===== src/rtl/lfsr_tco_pkg.sv =====
`timescale 1ns/1ps
package lfsr_tco_pkg;

   localparam int MAX_WIDTH = 64;

   // Returns a tap mask for a maximal-length polynomial x^n + sum(x^j).
   // Bit j of the mask selects state bit j into the feedback XOR.
   // A zero return means no table entry for this width.
   function automatic logic [MAX_WIDTH-1:0] default_taps(input int n);
      logic [MAX_WIDTH-1:0] m;
      m = '0;
      case (n)
         3:  m = 64'h3;
         4:  m = 64'h3;
         5:  m = 64'h5;
         6:  m = 64'h3;
         7:  m = 64'h3;
         8:  m = 64'h1D;
         9:  m = 64'h11;
         10: m = 64'h9;
         11: m = 64'h5;
         15: m = 64'h3;
         16: m = 64'h6801;
         17: m = 64'h9;
         32: m = 64'h400007;
         default: m = '0;
      endcase
      return m;
   endfunction

endpackage


===== src/rtl/lfsr_shift_reg.sv =====
`timescale 1ns/1ps
module lfsr_shift_reg #(
   parameter int             N    = 4,
   parameter logic [N-1:0]   TAPS = '0
) (
   input  logic         clk,
   input  logic         rst_n,
   input  logic         en,
   output logic [N-1:0] state_q,
   output logic         fb
);

   // XOR tree over the selected taps, built as a chain of partial sums.
   logic [N:0] part;
   assign part[0] = 1'b0;

   for (genvar i = 0; i < N; i++) begin : g_tap
      if (TAPS[i]) begin : g_use
         assign part[i+1] = part[i] ^ state_q[i];
      end else begin : g_skip
         assign part[i+1] = part[i];
      end
   end

   assign fb = part[N];

   always_ff @(posedge clk or negedge rst_n) begin
      if (!rst_n) begin
         state_q <= '1;
      end else if (en) begin
         state_q <= {fb, state_q[N-1:1]};
      end
   end

endmodule


===== src/rtl/lfsr_run_counter.sv =====
`timescale 1ns/1ps
module lfsr_run_counter #(
   parameter int N = 4,
   parameter int W = $clog2(N) + 1
) (
   input  logic         clk,
   input  logic         rst_n,
   input  logic         en,
   input  logic         bit_in,
   output logic [W-1:0] run_q,
   output logic         term_hit
);

   localparam logic [W-1:0] RUN_MAX  = '1;
   localparam logic [W-1:0] RUN_TERM = W'(N - 1);

   always_ff @(posedge clk or negedge rst_n) begin
      if (!rst_n) begin
         run_q <= '0;
      end else if (en) begin
         if (!bit_in) begin
            run_q <= '0;
         end else if (run_q != RUN_MAX) begin
            run_q <= run_q + 1'b1;
         end
      end
   end

   // The N-th consecutive one is about to enter: the register becomes all ones.
   assign term_hit = en & bit_in & (run_q == RUN_TERM);

endmodule


===== src/rtl/lfsr_tco_flag.sv =====
`timescale 1ns/1ps
module lfsr_tco_flag (
   input  logic clk,
   input  logic rst_n,
   input  logic hit,
   output logic tco_q
);

   always_ff @(posedge clk or negedge rst_n) begin
      if (!rst_n) begin
         tco_q <= 1'b0;
      end else begin
         tco_q <= hit;
      end
   end

endmodule


===== src/rtl/lfsr_tco_counter.sv =====
`timescale 1ns/1ps
module lfsr_tco_counter #(
   parameter int           N        = 4,
   parameter logic [N-1:0] TAP_MASK = '0
) (
   input  logic         clk,
   input  logic         rst_n,
   input  logic         en,
   output logic [N-1:0] state,
   output logic         tco
);

   import lfsr_tco_pkg::*;

   localparam int           W        = $clog2(N) + 1;
   localparam logic [N-1:0] TABLE_TAPS = N'(default_taps(N));
   localparam logic [N-1:0] TAPS     = (TAP_MASK != '0) ? TAP_MASK : TABLE_TAPS;

   // Elaboration-time parameter checks.
   if (N < 3 || N > MAX_WIDTH) begin : g_bad_width
      $error("lfsr_tco_counter: N out of range");
   end
   if (TAPS == '0) begin : g_no_taps
      $error("lfsr_tco_counter: no tap mask for this width");
   end
   if (TAPS[0] != 1'b1) begin : g_bad_bit0
      $error("lfsr_tco_counter: tap mask must include bit 0");
   end
   if (($countones(TAPS) % 2) != 0) begin : g_odd_taps
      $error("lfsr_tco_counter: tap count must be even for all-ones to leave");
   end

   logic [N-1:0] state_q;
   logic         fb;
   logic [W-1:0] run_len;
   logic         term_hit;

   lfsr_shift_reg #(.N(N), .TAPS(TAPS)) u_shift (
      .clk     (clk),
      .rst_n   (rst_n),
      .en      (en),
      .state_q (state_q),
      .fb      (fb)
   );

   lfsr_run_counter #(.N(N), .W(W)) u_run (
      .clk      (clk),
      .rst_n    (rst_n),
      .en       (en),
      .bit_in   (fb),
      .run_q    (run_len),
      .term_hit (term_hit)
   );

   lfsr_tco_flag u_flag (
      .clk   (clk),
      .rst_n (rst_n),
      .hit   (term_hit),
      .tco_q (tco)
   );

   assign state = state_q;

endmodule


===== config.mk =====
export PLATFORM = sky130hd
export DESIGN_NAME = lfsr_tco_counter
export DESIGN_NICKNAME = d
export VERILOG_FILES = /design/src/rtl/lfsr_tco_pkg.sv /design/src/rtl/lfsr_shift_reg.sv /design/src/rtl/lfsr_run_counter.sv /design/src/rtl/lfsr_tco_flag.sv /design/src/rtl/lfsr_tco_counter.sv
export SDC_FILE = /design/constraint.sdc
export NUM_CORES = 1
export LEC_CHECK = 0
export CORE_AREA = 5 5 42 44
export CTS_CLUSTER_DIAMETER = 40
export DETAILED_ROUTE_END_ITERATION = 6
export DIE_AREA = 0 0 47 49
export DONT_BUFFER_PORTS = 1
export GPL_TIMING_DRIVEN = 0
export PLACE_DENSITY = 0.45
export SLEW_MARGIN = 30
export SYNTH_ARGS = -nofsm -noshare
export SYNTH_HDL_FRONTEND = slang
export SYNTH_SLANG_ARGS = --single-unit

===== constraint.sdc =====
create_clock -name clk -period 1.23 [get_ports clk]
set_input_delay 0.123 -clock clk [delete_from_list [all_inputs] [get_ports clk]]
set_output_delay 0.123 -clock clk [all_outputs]
set_load 0.005 [all_outputs]

==> results.py, run 1 <==
metrics = {
    "run_status": {
        "status": "finished, final reports clean",
    },
    "placement": {
        "gp_congestion": 0.642,
        "portBuffers": 0,
        "hpwl_um": 502,
        "placed_area_um2": 408,
    },
    "timing": {
        "setup_viol": 0,
        "fin_crit_sh_pct": 98.0,
        "fmax_mhz": 830,
        "slew_viol_final": 0,
        "relSlewSlack_pct": 76.1,
        "skew_ns": 0.00240,
        "setup_tns_ns": 0,
        "min_period_ns": 1.21,
        "worst_slew_pin_slew_ns": 0.358,
        "timing.hold.ws_ns": 0.170,
        "rsz0062_at_grt": "true",
        "hold_viol_final": 0,
    },
    "logic_synthesis": {
        "synth_nets": 37,
        "ys_ff_latch": 8,
        "synth_top_area_cell": "dfstp_2",
        "yosysSeqAreaShare_pct": 53.2,
        "yosysUniqueCellTypes": 15,
        "netlist_area_um2": 385,
        "syn_avg_cell_area_um2": 12.4,
        "netlist_instances": 31,
        "synth_warnings": 0,
        "synth_top_cell_area_share_pct": 27.3,
        "synth_area_leaders": "dfstp_2 (27%), dfrtp_1 (26%), ha_1 (9.7%)",
    },
    "setup_path": {
        "end_kind": "flip-flop",
        "critPathMaxFanout": 3,
        "cpPeakStageDelay_ns": 0.42,
        "crit_slowest_cell": "dfrtp_1",
        "start_kind": "flip-flop",
        "cp_cell_sequence": "ha_4 > ha_1 > a221oi_2",
        "required_ns": 1.39,
        "arrival_ns": 1.36,
        "critical_path_class": "flip-flop to flip-flop",
    },
    "worst_hold_path": {
        "min_path_type": "input pin to flip-flop",
    },
    "route": {
        "first_iter_violations": 0,
        "first_pass_iters": 1,
        "final_antenna_net_count": 0,
        "viasPerCell": 4.62,
        "route.detailed.drc": 0,
        "wl_um": 668,
        "wl_per_cell_um": 12.8,
        "vias": 240,
    },
    "final_layout": {
        "fillers": 150,
        "antenna_cells": 0,
        "syn_to_final_growth_pct": 24.0,
        "final_nets": 44,
        "final_cell_area_um2": 478,
        "drive_gt1_share_pct": 47.2,
        "fin_util_pct": 34.1,
    },
    "pwr": {
        "max-vdd-ir-drop_mv": 0.830,
        "p_per_area_nw_per_um2": 2350,
        "p_clk_share_pct": 17.3,
        "switchingPower_mw": 0.384,
        "power_frac_comb_pct": 32.2,
        "intPower_mw": 0.739,
        "total_power_mw": 1.12,
        "swShare_pct": 34.2,
        "leakagePower_nw": 0.204,
        "seqPwrFrac_pct": 50.4,
    },
    "cts": {
        "clock_path_buffers": 2,
        "htreeDepth": 1,
        "clockRootBuffer": "clkbuf_4",
        "cts_tree": "built",
        "cts.sinks": 8,
        "clock_latency_ns": 0.25,
        "cts_buffers": 3,
        "clkTransAtPathRegs_ns": 0.05,
    },
    "floorplan": {
        "die_w_um": 47,
        "start_util_pct": 27.5,
        "pin_count": 8,
        "dieArea_um2": 2300,
        "core_um2": 1400,
        "die_h_um": 49,
        "num_rows": 14,
    },
    "global_routing": {
        "grt_overflow": 0,
        "grt_pass1_vias": 276,
        "grt_antenna_before_repair": 0,
        "grt_max_degree": 11,
        "grt_pass1_wl_um": 1190,
        "grt_usage_pct": 7.24,
    },
    "job": {
        "cap_violations": 0,
    },
}
==> per-stage QoR <==
stage | std cells | worst slack, ns
global route | 52 | -0.0329
floorplan | 31 | 0.0371
CTS | 52 | 0.00828
detailed placement | 47 | -0.110
global placement | 47 | -0.0598
finish | 52 | 0.0246
==> power by group through the flow <==
stage               sequential [mW]  clock (mW)  combinational [mW]
finish                        0.566       0.195               0.362
global route                  0.588       0.222               0.420
CTS                           0.560       0.204               0.360
detailed placement            0.552           0               0.333
global placement              0.547           0               0.319
floorplan                     0.522           0               0.286
==> cells in the mapped netlist <==
cell / instances
a221oi_2: 1
inv_1: 4
o22ai_1: 2
nor2_1: 2
nand2_1: 1
xnor2_2: 1
ha_1: 3
mux2_2: 3
dfrtp_1: 4
nor2b_1: 1
mux2i_1: 1
buf_2: 1
a21oi_1: 2
dfstp_2: 4
a22oi_1: 1
==> layout make-up <==
class	count	area, um2	share of cell area [%]
sequential	8	205	42.9
multi-input combinational	18	193	40.3
clock buffer	3	22.5	4.71
tap	16	20.0	4.19
timing repair buffer	2	17.5	3.66
inverter	4	15.0	3.14
buffer	1	5.00	1.05
==> cell usage in the layout, fill, tap and decap left out <==
| master | instances |
|---|---|
| a22oi_1 | 1 |
| ha_4 | 2 |
| nor2_1 | 2 |
| dfstp_2 | 4 |
| o22ai_1 | 2 |
| a21oi_1 | 2 |
| mux2i_1 | 1 |
| nand2_1 | 1 |
| dfrtp_1 | 4 |
| inv_1 | 4 |
| ha_1 | 1 |
| buf_2 | 1 |
| mux2_2 | 3 |
| nor2b_4 | 1 |
| a221oi_2 | 1 |
| dlygate4sd3_1 | 1 |
| xnor2_2 | 1 |
| clkbuf_4 | 3 |
| buf_4 | 1 |
==> final timing paths <==
check,from,end,slack [ns],depth (start not counted)
worst min register to register,u_shift.state_q[3],u_shift.state_q[3],0.51,2
worst max register to register,u_run.run_q[1],u_run.run_q[2],0.02,3
worst max-delay path,u_run.run_q[1],u_run.run_q[2],0.02,3
max in group asynchronous,rst_n,u_shift.state_q[1],0.71,1
worst min-delay path,en,u_shift.state_q[3],0.17,2
min in group asynchronous,rst_n,u_run.run_q[1],0.22,1
==> logic make-up after synthesis <==
kind of cell | synth area share, %
fa+ha+maj | 9.74
xor+xnor | 4.22
flops | 53.2
compound gates | 11.7
simple gates | 4.55
buf+inv | 5.19
mux | 11.4
==> per-layer routing <==
metal / up-vias / share of wire (%) / track usage, %
met5: - / 0 / 0
met4: 0 / 0 / 5.53
met3: 0 / 6.1 / 3.69
met2: 6 / 53 / 10.4
met1: 117 / 41 / 7.66
li1: 117 / - / -
==> flip-flops by register name, indices dropped and copies added (netlist names) <==
register	cells
u_shift.state_q	4
u_run.run_q	3
u_flag.tco_q	1
==> worst max-delay path: cells and delay by family (launching register included) <==
family          cells  cell delay (ns)
flops               1             0.42
fa+ha+maj           2             0.47
compound gates      1             0.23
==> timing repair <==
action	in CTS	in global routing
hold buffers	1	0
cloned	0	0
endpoints found under the setup margin	3	3
resized for setup	3	2
setup buffers	1	0
hold endpoints to repair	8	0
(Power assumes the default switching activity.)
==> run 2, diff against run 1 <==
--- a/config.mk
+++ b/config.mk
@@ -11,7 +11,7 @@
 export DIE_AREA = 0 0 47 49
 export DONT_BUFFER_PORTS = 1
 export GPL_TIMING_DRIVEN = 0
-export PLACE_DENSITY = 0.45
+export PLACE_DENSITY = 0.43
 export SLEW_MARGIN = 30
 export SYNTH_ARGS = -nofsm -noshare
 export SYNTH_HDL_FRONTEND = slang
==> constraint.sdc (replaced) <==
create_clock -name clk -period 1.5 [get_ports clk]
set_input_delay 0.15 -clock clk [delete_from_list [all_inputs] [get_ports clk]]
set_output_delay 0.15 -clock clk [all_outputs]
set_load 0.005 [all_outputs]
==> run 2 against run 1 <==
  * Routed wire length is 8.2% lower
  * Sequential power down 20%
  * Critical path type unchanged
  * Final cell count is the same
  * Fmax shrank 8.3%
==> results.py, run 2 (synthesis gave the netlist of run 1 again) <==
metrics = {
    "run_status": {
        "status": "finished, final reports clean",
    },
    "setup_path": {
        "critical_path_class": "flip-flop to flip-flop",
        "end_kind": "flip-flop",
        "crit_slowest_cell": "dfrtp_1",
        "start_kind": "flip-flop",
        "arrival_ns": 1.49,
        "critPathMaxFanout": 4,
        "required_ns": 1.68,
        "cp_cell_sequence": "ha_1 > ha_1 > nor2b_2 > a22oi_1 > o22ai_1",
        "crit_top_cell": "ha_1",
        "cpPeakStageDelay_ns": 0.40,
    },
    "final_layout": {
        "most-common-layout-cells": "inv_1 (4), dfrtp_1 (4), dfstp_2 (4)",
        "fin_util_pct": 31.7,
        "fillers": 153,
        "syn_to_final_growth_pct": 15.3,
        "antenna_cells": 0,
        "largestRegisters": "u_shift.state_q: 4 flops, u_run.run_q: 3 flops, u_flag.tco_q: 1 flops",
        "final_nets": 43,
        "final_cell_area_um2": 444,
        "max_flop_register": "u_shift.state_q",
        "drive_gt1_share_pct": 38.9,
        "largest_register_ffs": 4,
    },
    "global_routing": {
        "grt_overflow": 0,
        "grt.busiest_layer": "met2",
        "grt_antenna_before_repair": 0,
        "grt_pass1_vias": 244,
        "grt_usage_pct": 6.62,
        "grtUsageMet2_pct": 8.82,
        "grt_max_degree": 11,
        "grt_pass1_wl_um": 1030,
        "use_met3_pct": 4.06,
        "gr-usage-met1_pct": 7.05,
    },
    "timing": {
        "fin_crit_sh_pct": 87.6,
        "setup_tns_ns": 0,
        "skew_ns": 0.00220,
        "rsz0062_at_grt": "false",
        "slew_viol_final": 0,
        "setup_viol": 0,
        "min_period_ns": 1.31,
        "worst_slew_pin_slew_ns": 0.332,
        "relSlewSlack_pct": 77.8,
        "finalWorstSetupSlack_ns": 0.186,
        "fmax_mhz": 761,
        "hold_viol_final": 0,
    },
    "cts": {
        "cts_buffers": 3,
        "htreeDepth": 1,
        "post-cts-setup-buffers": 0,
        "clockRootBuffer": "clkbuf_4",
        "clock_latency_ns": 0.25,
        "clock_path_buffers": 2,
        "cts_tree": "built",
        "cts.sinks": 8,
        "clkTransAtPathRegs_ns": 0.05,
    },
    "floorplan": {
        "dieArea_um2": 2300,
        "core_um2": 1400,
        "die_h_um": 49,
        "die_w_um": 47,
        "start_util_pct": 27.5,
        "pin_count": 8,
        "num_rows": 14,
    },
    "route": {
        "viasPerCell": 4.62,
        "final_antenna_net_count": 0,
        "vias": 240,
        "wl_per_cell_um": 11.8,
        "wl_um": 613,
        "first_pass_iters": 4,
        "route.detailed.drc": 0,
        "first_iter_violations": 1,
    },
    "pwr": {
        "intPower_mw": 0.599,
        "max-vdd-ir-drop_mv": 0.583,
        "power_frac_comb_pct": 30.2,
        "swShare_pct": 33.5,
        "p_clk_share_pct": 19.6,
        "total_power_mw": 0.900,
        "switchingPower_mw": 0.301,
        "p_per_area_nw_per_um2": 2030,
        "leakagePower_nw": 0.199,
        "seqPwrFrac_pct": 50.2,
    },
    "job": {
        "cap_violations": 0,
    },
    "placement": {
        "place_ws_ns": 0.117,
        "placed_area_um2": 405,
        "gp_congestion": 0.678,
        "portBuffers": 0,
    },
    "worst_hold_path": {
        "min_path_type": "input pin to flip-flop",
    },
}
==> run 2: cell types whose count changed in the layout (fill, tap and decap cells not counted) <==
cell      change
ha_4          -2
clkbuf_1      +1
ha_1          +2
nor2b_4       -1
buf_4         -1
nor2b_2       +1
==> run 2: final timing paths <==
check                                   startpoint                  to  slack (ns)  cells after the start
worst max-delay path                u_run.run_q[1]      u_run.run_q[1]        0.19                      5
worst min-delay path                            en      u_run.run_q[2]        0.18                      2
worst max register to register      u_run.run_q[1]      u_run.run_q[1]        0.19                      5
worst min register to register  u_shift.state_q[3]  u_shift.state_q[3]        0.52                      2
max in group asynchronous                    rst_n  u_shift.state_q[0]        0.98                      1
min in group asynchronous                    rst_n      u_run.run_q[2]        0.23                      1
==> run 2: through the flow <==
stage,instances,hold WS [ns]
floorplan,31,-0.146
global placement,47,-0.145
detailed placement,47,-0.145
CTS,52,0.189
global route,52,0.189
finish,52,0.183
==> run 2: cell type report <==
class	instances	area [um2]	area share (%)
plain buffers	1	5.00	1.13
flip-flops and latches	8	205	46.2
well taps	16	20.0	4.51
repair buffers	1	10.0	2.25
multi-input cells	18	163	36.6
inverters	4	15.0	3.38
clock buffers	4	26.3	5.92
==> run 2: layer usage <==
layer  routed length (um)  vias up
met4                    8        0
met2                  311        9
met1                  229      112
met5                    0        -
met3                   64        2
li1                     -      117
==> run 2: critical path, delay by kind of cell, from the launching register on <==
kind	cells	cell delay, ns
fa+ha+maj	2	0.45
flops	1	0.40
compound gates	2	0.20
simple gates	1	0.18
==> run 2: power groups by stage <==
stage               clock network (mW)  logic, mW  registers (mW)
finish                           0.177      0.271           0.452
global route                     0.202      0.308           0.468
CTS                              0.190      0.276           0.455
detailed placement                   0      0.271           0.457
global placement                     0      0.258           0.450
floorplan                            0      0.234           0.428
==> run 2: what timing repair did <==
action,in CTS,in global routing
resized for setup,0,1
endpoints found under the setup margin,0,2
endpoints found under the hold margin,8,0
hold buffers,1,0
==> run 3, diff against run 2 <==
--- a/config.mk
+++ b/config.mk
@@ -11,7 +11,7 @@
 export DIE_AREA = 0 0 47 49
 export DONT_BUFFER_PORTS = 1
 export GPL_TIMING_DRIVEN = 0
-export PLACE_DENSITY = 0.43
+export PLACE_DENSITY = 0.45
 export SLEW_MARGIN = 30
 export SYNTH_ARGS = -nofsm -noshare
 export SYNTH_HDL_FRONTEND = slang
==> constraint.sdc (replaced) <==
create_clock -name clk -period 1.2 [get_ports clk]
set_input_delay 0.12 -clock clk [delete_from_list [all_inputs] [get_ports clk]]
set_output_delay 0.12 -clock clk [all_outputs]
set_load 0.005 [all_outputs]
==> run 3 against run 2 <==
  * Die area did not move
  * Fmax rose by 11%
  * Utilization rose by 2.9 points
  * Via count rose by 2.9%
  * Hold slack got worse by 0.011 ns
  * Clock power rose by 12%
  * Total power rose by 30%
  * Flip-flop and latch count did not move
  * Setup slack got worse by 0.17 ns
  * Sequential power rose by 28%
  * Critical path type unchanged
  * Highest routed layer unchanged
==> results.py, run 3 (synthesis gave the netlist of run 1 again) <==
metrics = {
    "floorplan": {
        "die_w_um": 47,
        "core_um2": 1400,
        "die_h_um": 49,
        "pin_count": 8,
        "dieArea_um2": 2300,
        "num_rows": 14,
        "start_util_pct": 27.5,
    },
    "final_layout": {
        "fin_util_pct": 34.6,
        "largest_register_ffs": 4,
        "instances_no_fill": 53,
        "antenna_cells": 0,
        "final_nets": 45,
        "max_flop_register": "u_shift.state_q",
        "drive_gt1_share_pct": 48.6,
        "syn_to_final_growth_pct": 26.0,
        "most-common-layout-cells": "inv_1 (4), dfrtp_1 (4), dfstp_2 (4)",
        "largestRegisters": "u_shift.state_q: 4 flops, u_run.run_q: 3 flops, u_flag.tco_q: 1 flops",
    },
    "setup_path": {
        "critical_path_class": "flip-flop to flip-flop",
        "cp_cell_sequence": "ha_4 > ha_1 > a221oi_2",
        "r2r-end": "u_run.run_q[2]",
        "reg2regPathDepth": 3,
        "required_ns": 1.36,
        "crit_slowest_cell": "dfrtp_1",
        "cpPeakStageDelay_ns": 0.40,
        "end_kind": "flip-flop",
        "critPathLaunch": "u_run.run_q[1]",
        "worstReg2RegStart": "u_run.run_q[1]",
        "critPathMaxFanout": 2,
        "start_kind": "flip-flop",
        "regToRegSetupSlack_ns": 0.02,
        "cp-endpoint": "u_run.run_q[2]",
        "arrival_ns": 1.34,
    },
    "pwr": {
        "p_per_area_nw_per_um2": 2420,
        "leakagePower_nw": 0.210,
        "power_frac_comb_pct": 33.9,
        "switchingPower_mw": 0.398,
        "seqPwrFrac_pct": 49.2,
        "swShare_pct": 33.9,
        "intPower_mw": 0.776,
        "p_clk_share_pct": 16.8,
        "max-vdd-ir-drop_mv": 0.850,
    },
    "timing": {
        "worst_slew_pin_slew_ns": 0.358,
        "slew_viol_final": 0,
        "fmax_mhz": 844,
        "skew_ns": 0.00171,
        "timing.hold.ws_ns": 0.172,
        "min_period_ns": 1.18,
        "fin_crit_sh_pct": 98.7,
        "hold_viol_final": 0,
        "rsz0062_at_grt": "true",
        "setup_viol": 0,
        "relSlewSlack_pct": 76.0,
    },
    "job": {
        "cap_violations": 0,
    },
    "placement": {
        "portBuffers": 0,
        "gp_congestion": 0.642,
        "hpwl_um": 502,
        "dpl.cell_count": 47,
    },
    "cts": {
        "clock_path_buffers": 2,
        "cts_tree": "built",
        "clockRootBuffer": "clkbuf_4",
        "cts_buffers": 3,
        "cts.sinks": 8,
        "clock_latency_ns": 0.24,
        "clkTransAtPathRegs_ns": 0.05,
        "htreeDepth": 1,
    },
    "route": {
        "viasPerCell": 4.66,
        "first_iter_violations": 1,
        "wl_um": 682,
        "first_pass_iters": 2,
        "final_antenna_net_count": 0,
        "vias": 247,
        "route.detailed.drc": 0,
        "wl_per_cell_um": 12.9,
    },
    "global_routing": {
        "grt_usage_pct": 7.52,
        "grt_pass1_wl_um": 1250,
        "grt_pass1_vias": 294,
        "grt_antenna_before_repair": 0,
        "grt_overflow": 0,
        "grt_max_degree": 11,
    },
    "run_status": {
        "status": "finished, final reports clean",
    },
    "worst_hold_path": {
        "min_path_type": "input pin to flip-flop",
    },
}
## run 3: changes by cell type in the layout (fill, tap and decap cells not counted), sizes merged
cell / change
clkbuf: -1
buf: +2
## run 3: worst min path at each step
| stage | start | end | slack (ns) | cells past startpoint |
|---|---|---|---|---|
| 3_3_place_gp | rst_n | u_run.run_q[2] | -0.18 | 0 |
| 4_1_cts | en | u_shift.state_q[3] | 0.16 | 2 |
| 6_report | en | u_shift.state_q[3] | 0.17 | 2 |
| 2_1_floorplan | rst_n | u_flag.tco_q | -0.18 | 0 |
| 3_5_place_dp | rst_n | u_flag.tco_q | -0.18 | 0 |
| 5_1_grt | en | u_shift.state_q[3] | 0.18 | 2 |
## run 3: layout make-up
type                       count  area, um2
tap                           16       20.0
inverter                       4       15.0
clock buffer                   3       22.5
fill                         148        916
buffer                         1       5.00
sequential                     8        205
multi-input combinational     18        193
timing repair buffer           3       25.0
## run 3: power by group through the flow
stage / registers, mW / clock network (mW) / logic, mW
after CTS: 0.584 / 0.209 / 0.410
after detailed placement: 0.566 / 0 / 0.341
after global routing: 0.599 / 0.228 / 0.462
final: 0.578 / 0.198 / 0.398
after global placement: 0.561 / 0 / 0.327
after floorplan: 0.535 / 0 / 0.293
## run 3: repair_timing
action                                  in CTS  in global routing
endpoints found under the setup margin       3                  3
pin swaps                                    0                  0
hold buffers                                 1                  0
gates cloned                                 0                  0
buffers inserted                             2                  0
hold endpoints to repair                     8                  0
resized for setup                            5                  0
## run 3: per-layer routing
layer  share of wire [%]  vias to the layer above  track usage, %
met4                0.73                        0            5.53
li1                    -                      118               -
met3                 7.8                        2            3.69
met5                   0                        -               0
met1                  39                      121            7.88
met2                  52                        6            11.1
## run 3: critical path, delay by kind of cell (launching register included)
family	cells	cell delay (ns)
flip-flops	1	0.40
AO/OA/AOI/OAI	1	0.23
adder cells (fa/ha/maj)	2	0.46
## run 3: through the flow
step                area, um2  worst slack, ns  setup TNS (ns)  total power [mW]
floorplan                 388          0.00713               0             0.828
global route              485          -0.0424          -0.104              1.29
global placement          408          -0.0898          -0.193             0.888
CTS                       485          0.00535               0              1.20
finish                    485           0.0153               0              1.17
detailed placement        408           -0.140          -0.314             0.907
